**src/rtl/irq_pend_pkg.sv**
```systemverilog
package irq_pend_pkg;

    localparam int NUM_PINS = 8;
    localparam int WORD_W   = 32;
    localparam int IDX_W    = 5;

    typedef enum logic [1:0] {
        REG_PEND  = 2'd0,
        REG_MASK  = 2'd1,
        REG_SENSE = 2'd2,
        REG_NONE  = 2'd3
    } reg_sel_e;

    typedef enum logic {
        SENSE_LEVEL = 1'b0,
        SENSE_EDGE  = 1'b1
    } sense_e;

    typedef struct packed {
        logic wr_pend;
        logic wr_mask;
        logic wr_sense;
    } bus_wr_t;

    // word bit k (counted from the MSB) to data index
    function automatic int unsigned word_pos(int unsigned width, int unsigned k);
        return width - 1 - k;
    endfunction

endpackage

```
**src/rtl/irq_pin_sync.sv**
```systemverilog
module irq_pin_sync #(
    parameter int N = 8
) (
    input  logic         clk,
    input  logic         rst,
    input  logic [N-1:0] pin_n,
    output logic [N-1:0] level_req,
    output logic [N-1:0] fall
);
    for (genvar n = 0; n < N; n++) begin : g_pin
        logic s1, s2, s3;
        always_ff @(posedge clk) begin
            if (rst) begin
                s1 <= 1'b1;
                s2 <= 1'b1;
                s3 <= 1'b1;
            end else begin
                s1 <= pin_n[n];
                s2 <= s1;
                s3 <= s2;
            end
        end
        assign level_req[n] = ~s2;
        assign fall[n]      = s3 & ~s2;
    end
endmodule

```
**src/rtl/irq_edge_latch.sv**
```systemverilog
module irq_edge_latch #(
    parameter int N = 8
) (
    input  logic         clk,
    input  logic         rst,
    input  logic [N-1:0] sense,
    input  logic [N-1:0] fall,
    input  logic [N-1:0] clr,
    output logic [N-1:0] latched
);
    import irq_pend_pkg::*;

    for (genvar n = 0; n < N; n++) begin : g_latch
        always_ff @(posedge clk) begin
            if (rst)
                latched[n] <= 1'b0;
            else if (sense_e'(sense[n]) == SENSE_LEVEL)
                latched[n] <= 1'b0;
            else if (fall[n])
                latched[n] <= 1'b1;   // new edge beats a clear
            else if (clr[n])
                latched[n] <= 1'b0;
        end
    end
endmodule

```
**src/rtl/irq_prio_enc.sv**
```systemverilog
module irq_prio_enc #(
    parameter int W     = 16,
    parameter int IDX_W = 5
) (
    input  logic [W-1:0]     req,
    output logic             any,
    output logic [IDX_W-1:0] idx
);
    always_comb begin
        any = 1'b0;
        idx = '0;
        for (int k = W - 1; k >= 0; k--) begin
            if (req[k]) begin
                any = 1'b1;
                idx = IDX_W'(k);
            end
        end
    end
endmodule

```
**src/rtl/irq_pend_ctrl.sv**
```systemverilog
module irq_pend_ctrl #(
    parameter int NUM_PINS = irq_pend_pkg::NUM_PINS,
    parameter int WORD_W   = irq_pend_pkg::WORD_W,
    parameter int IDX_W    = irq_pend_pkg::IDX_W
) (
    input  logic                clk,
    input  logic                rst,
    input  logic [NUM_PINS-1:0] ext_irq_n,
    input  logic [NUM_PINS-1:0] int_lvl,
    input  logic                bus_sel,
    input  logic                bus_wr,
    input  logic [1:0]          bus_addr,
    input  logic [WORD_W-1:0]   bus_wdata,
    output logic [WORD_W-1:0]   bus_rdata,
    output logic                irq_o,
    output logic [IDX_W-1:0]    irq_idx
);
    import irq_pend_pkg::*;

    localparam int SRC_W = 2 * NUM_PINS;

    bus_wr_t             wr;
    logic [NUM_PINS-1:0] level_req, fall, latched, clr, sense_q, ext_pend;
    logic [SRC_W-1:0]    mask_q, src_vec, armed;
    logic [WORD_W-1:0]   pend_word, mask_word, sense_word;

    always_comb begin
        wr.wr_pend  = bus_sel && bus_wr && (reg_sel_e'(bus_addr) == REG_PEND);
        wr.wr_mask  = bus_sel && bus_wr && (reg_sel_e'(bus_addr) == REG_MASK);
        wr.wr_sense = bus_sel && bus_wr && (reg_sel_e'(bus_addr) == REG_SENSE);
    end

    irq_pin_sync #(.N(NUM_PINS)) u_sync (
        .clk(clk), .rst(rst), .pin_n(ext_irq_n),
        .level_req(level_req), .fall(fall)
    );

    irq_edge_latch #(.N(NUM_PINS)) u_latch (
        .clk(clk), .rst(rst), .sense(sense_q), .fall(fall),
        .clr(clr), .latched(latched)
    );

    for (genvar n = 0; n < NUM_PINS; n++) begin : g_src
        localparam int EXT_BIT = 2 * n;
        localparam int INT_BIT = 2 * n + 1;
        assign clr[n]           = wr.wr_pend && bus_wdata[WORD_W-1-EXT_BIT];
        assign ext_pend[n]      = sense_q[n] ? latched[n] : level_req[n];
        assign src_vec[EXT_BIT] = ext_pend[n];
        assign src_vec[INT_BIT] = int_lvl[n];

        always_ff @(posedge clk) begin
            if (rst)
                sense_q[n] <= 1'b0;
            else if (wr.wr_sense)
                sense_q[n] <= bus_wdata[WORD_W-1-EXT_BIT];
        end
    end

    for (genvar k = 0; k < SRC_W; k++) begin : g_mask
        always_ff @(posedge clk) begin
            if (rst)
                mask_q[k] <= 1'b0;
            else if (wr.wr_mask)
                mask_q[k] <= bus_wdata[WORD_W-1-k];
        end
    end

    for (genvar b = 0; b < WORD_W; b++) begin : g_word
        if (b < SRC_W) begin : g_live
            assign pend_word[WORD_W-1-b] = src_vec[b];
            assign mask_word[WORD_W-1-b] = mask_q[b];
            if (b % 2 == 0) begin : g_ext
                assign sense_word[WORD_W-1-b] = sense_q[b/2];
            end else begin : g_int
                assign sense_word[WORD_W-1-b] = 1'b0;
            end
        end else begin : g_rsvd
            assign pend_word[WORD_W-1-b]  = 1'b0;
            assign mask_word[WORD_W-1-b]  = 1'b0;
            assign sense_word[WORD_W-1-b] = 1'b0;
        end
    end

    assign armed = src_vec & mask_q;

    irq_prio_enc #(.W(SRC_W), .IDX_W(IDX_W)) u_prio (
        .req(armed), .any(irq_o), .idx(irq_idx)
    );

    always_comb begin
        unique case (reg_sel_e'(bus_addr))
            REG_PEND:  bus_rdata = pend_word;
            REG_MASK:  bus_rdata = mask_word;
            REG_SENSE: bus_rdata = sense_word;
            default:   bus_rdata = '0;
        endcase
    end

endmodule

```
**config.mk**
```make
export PLATFORM = sky130hd
export DESIGN_NAME = irq_pend_ctrl
export DESIGN_NICKNAME = d
export VERILOG_FILES = /design/src/rtl/irq_pend_pkg.sv /design/src/rtl/irq_pin_sync.sv /design/src/rtl/irq_edge_latch.sv /design/src/rtl/irq_prio_enc.sv /design/src/rtl/irq_pend_ctrl.sv
export SDC_FILE = /design/constraint.sdc
export NUM_CORES = 1
export LEC_CHECK = 0
export BUFFER_PORTS_ARGS = -buffer_cell sky130_fd_sc_hd__buf_2
export CORE_MARGIN = 3
export CORE_UTILIZATION = 30
export CTS_CLUSTER_DIAMETER = 120
export CTS_CLUSTER_SIZE = 14
export DETAILED_ROUTE_END_ITERATION = 6
export GPL_TIMING_DRIVEN = 0
export PLACE_DENSITY = 0.56
export SLEW_MARGIN = 10
export SYNTH_ARGS = -nofsm -noshare
export SYNTH_HDL_FRONTEND = slang
export SYNTH_SLANG_ARGS = --single-unit
```
**constraint.sdc**
```tcl
create_clock -name clk -period 3.71 [get_ports clk]
set_input_delay 0.5565 -clock clk [delete_from_list [all_inputs] [get_ports clk]]
set_output_delay 0.5565 -clock clk [all_outputs]
set_load 0.02 [all_outputs]
```
==> flow_summary.toml <==
[status]
status = "completed"

[critical_path]
path_delay_family = "compound AO/OA/AOI/OAI gates"
crit_required_ns = 3.15
cp_cell_sequence = "nand2b_1 -> and3_1 -> a211o_1 -> a31o_1 -> a31oi_1 -> buf_2"
r2r-end = "u_latch.latched[3]"
endpoint_kind = "primary output"
reg2regPathDepth = 3
slowest_stage = "dfxtp_1"
path_class = "flop to primary output"
arrival_ns = 1.92
r2r_slack_ns = 2.89
critPathMaxStageDelay_ns = 0.35
worstReg2RegStart = "u_sync.g_pin[3].s2"
crit_fanout = 5
start_kind = "flop"
cp_num_buf_inv = 1

[placement]
dp.cells = 509
place_area_sq_um = 3120
placement.io_buffers = 55
place_congestion = 0.810
dp_hpwl_um = 5050
post-place-ws_ns = 1.29

[yosys]
ys.flop_type = "dfxtp_1"
synth_compound_area_share_pct = 14.2
syn_avg_cell_area_sq_um = 7.97
syn-cell-area_sq_um = 2650
synth_area_leader_cell = "dfxtp_1"
synth_edf_count = 0
synthMuxAreaShare_pct = 3.02
synth_area_leaders = "dfxtp_1 (42%), nand2_1 (11%), a21oi_1 (6.2%)"
synthArstFlopShare_pct = 0
synth_top_family_by_area = "simple AND/OR/NAND/NOR gates"
synth-warning-count = 0
synthXorXnorAreaFrac_pct = 0
syn_inst = 333
synth.top_cell.area_share_pct = 42.2
ys_seq_area_share_pct = 42.2
synth_cell_types = 39
ys_seq_elements = 56
synth-simple-area-share_pct = 32.2
synthAdderAreaFrac_pct = 0

[hold_path]
hold_path_depth = 2
whs_endpoint = "u_sync.g_pin[6].s1"
min_from = "ext_irq_n[6]"
holdCritPathClass = "primary input to flop"

[job]
drv_cap = 0

[power_and_ir_drop]
p_switching_uw = 305
p_clk_share_pct = 33.7
sw_frac_of_total_pct = 25.7
intPower_uw = 884
p_comb_share_pct = 13.5
ir_drop_v = 0.000237
p_leak_nw = 1.36
seqPwrFrac_pct = 52.8
p_total_mw = 1.19
p_per_area_nw_per_um2 = 368

[die]
io_pins = 92
die_y_um = 100
fp-row-count = 33
core_sq_um = 8380
dieArea_sq_um = 10000
initial_core_util_pct = 31.7
die_w_um = 100

[detailed_routing]
ant_nets = 0
first_iter_violations = 73
first_pass_iters = 4
viasPerCell = 4.47
vias = 2310
detail_route.wl_per_cell_um = 13.2
drcViolationCount = 0
drt_wl_total_um = 6830

[clock_tree]
cts_resized = 0
clk_latency_ns = 0.31
cts.clk_slew.worst_paths_ns = 0.10
cts_tree = "done"
clk_root_buffer_cell = "clkbuf_8"
cts_made_buffers = 5
cts_setup_buffers = 0
numClockSinks = 56
hold_buffers = 0
cts_buffer_depth = 2
htreeDepth = 2

[final_layout]
nNetsFinal = 465
final_cells = 517
final_area_sq_um = 3230
final_common_cell = "nand2_1"
num-fill-cells = 902
multi_input_area_sq_um = 1380
diodes = 0
seq_area_sq_um = 1120
layout_common_cells = "nand2_1 (78), buf_2 (57), dfxtp_1 (56)"
drive_above_1_share_pct = 27.7
syn_to_final_growth_pct = 21.8

[sta]
final.setup.tns_ns = 0
fin_crit_sh_pct = 66.7
slew_headroom_pct = 24.2
finalCriticalPeriod_ns = 2.47
finalHoldViolCount = 0
finalClockSkew_ns = 0.00266
setup_slack_ns = 1.24
rsz0062_at_grt = "false"
worst_slew_pin_slew_ns = 1.13
max_freq_mhz = 404
setup_viol = 0
slew_viol_final = 0

[grt]
grt_pass1_vias = 2093
grt-ovfl-total = 0
grt_pass1_wl_um = 10800
grt_max_degree = 18
grt_use_total_pct = 13.9
grt_antenna_before_repair = 0
worst reg2reg max path: cells and delay by family (launching register included):
kind | cells | cell delay (ns)
compound gates | 1 | 0.12
flops | 1 | 0.44
simple gates | 2 | 0.13
area by class of cell:
type / count / area share [%]
multi-input combinational: 260 / 42.6
buffer: 33 / 6.70
clock inverter: 3 / 1.32
timing repair buffer: 55 / 8.52
tap: 105 / 4.07
sequential: 56 / 34.7
clock buffer: 5 / 2.13
power by group through the flow:
stage / sequential [mW] / clock (mW) / combinational [mW]
after detailed placement: 0.641 / 0 / 0.162
after global placement: 0.641 / 0 / 0.160
after floorplan: 0.638 / 0 / 0.109
after CTS: 0.627 / 0.415 / 0.162
final: 0.627 / 0.401 / 0.161
after global routing: 0.630 / 0.440 / 0.179
cells in the mapped netlist (5+ instances only):
library cell  count
dfxtp_1          56
buf_4            18
nand3_1           5
nand2_1          78
nor3b_1           8
nand2b_1         14
nor2_1           18
mux2i_1           8
o22ai_1           8
clkbuf_1          9
or2_2            24
nor2b_1           9
a21oi_1          33
o21ai_0           9
cell families after synthesis:
group | Yosys count
compound gates | 64
other cells | 1
buf+inv | 33
flops | 56
simple gates | 171
mux | 8
metrics by stage:
stage	hold WS [ns]	utilization, %
global route	0.400	38.6
global placement	0.391	37.2
detailed placement	0.395	37.2
CTS	0.408	38.6
finish	0.417	38.6
floorplan	0.389	-
worst max path at each step:
stage	start	end	slack (ns)	depth (start not counted)
5_1_grt	bus_addr[1]	bus_rdata[31]	1.07	5
3_3_place_gp	bus_addr[1]	bus_rdata[31]	1.29	5
3_5_place_dp	bus_addr[1]	bus_rdata[31]	1.29	5
2_1_floorplan	bus_addr[1]	bus_rdata[31]	1.52	4
6_report	sense_q[6]	irq_idx[1]	1.24	6
4_1_cts	sense_q[6]	irq_idx[1]	1.23	6
per-layer routing:
layer | GRT usage [%] | share of wire (%) | vias to the layer above
li1 | - | - | 1237
met1 | 18.8 | 46 | 996
met2 | 22.6 | 46 | 73
met3 | 2.99 | 7.1 | 4
met4 | 3.52 | 0.79 | 0
met5 | 0 | 0 | -
sequential cells by signal, indices dropped and copies added, names as in the netlist:
signal	cells
u_latch.latched	8
u_sync.g_pin.s2	8
u_sync.g_pin.s3	8
u_sync.g_pin.s1	8
mask_q	16
sense_q	8
Note: power is estimated with default switching activity, not from simulation.
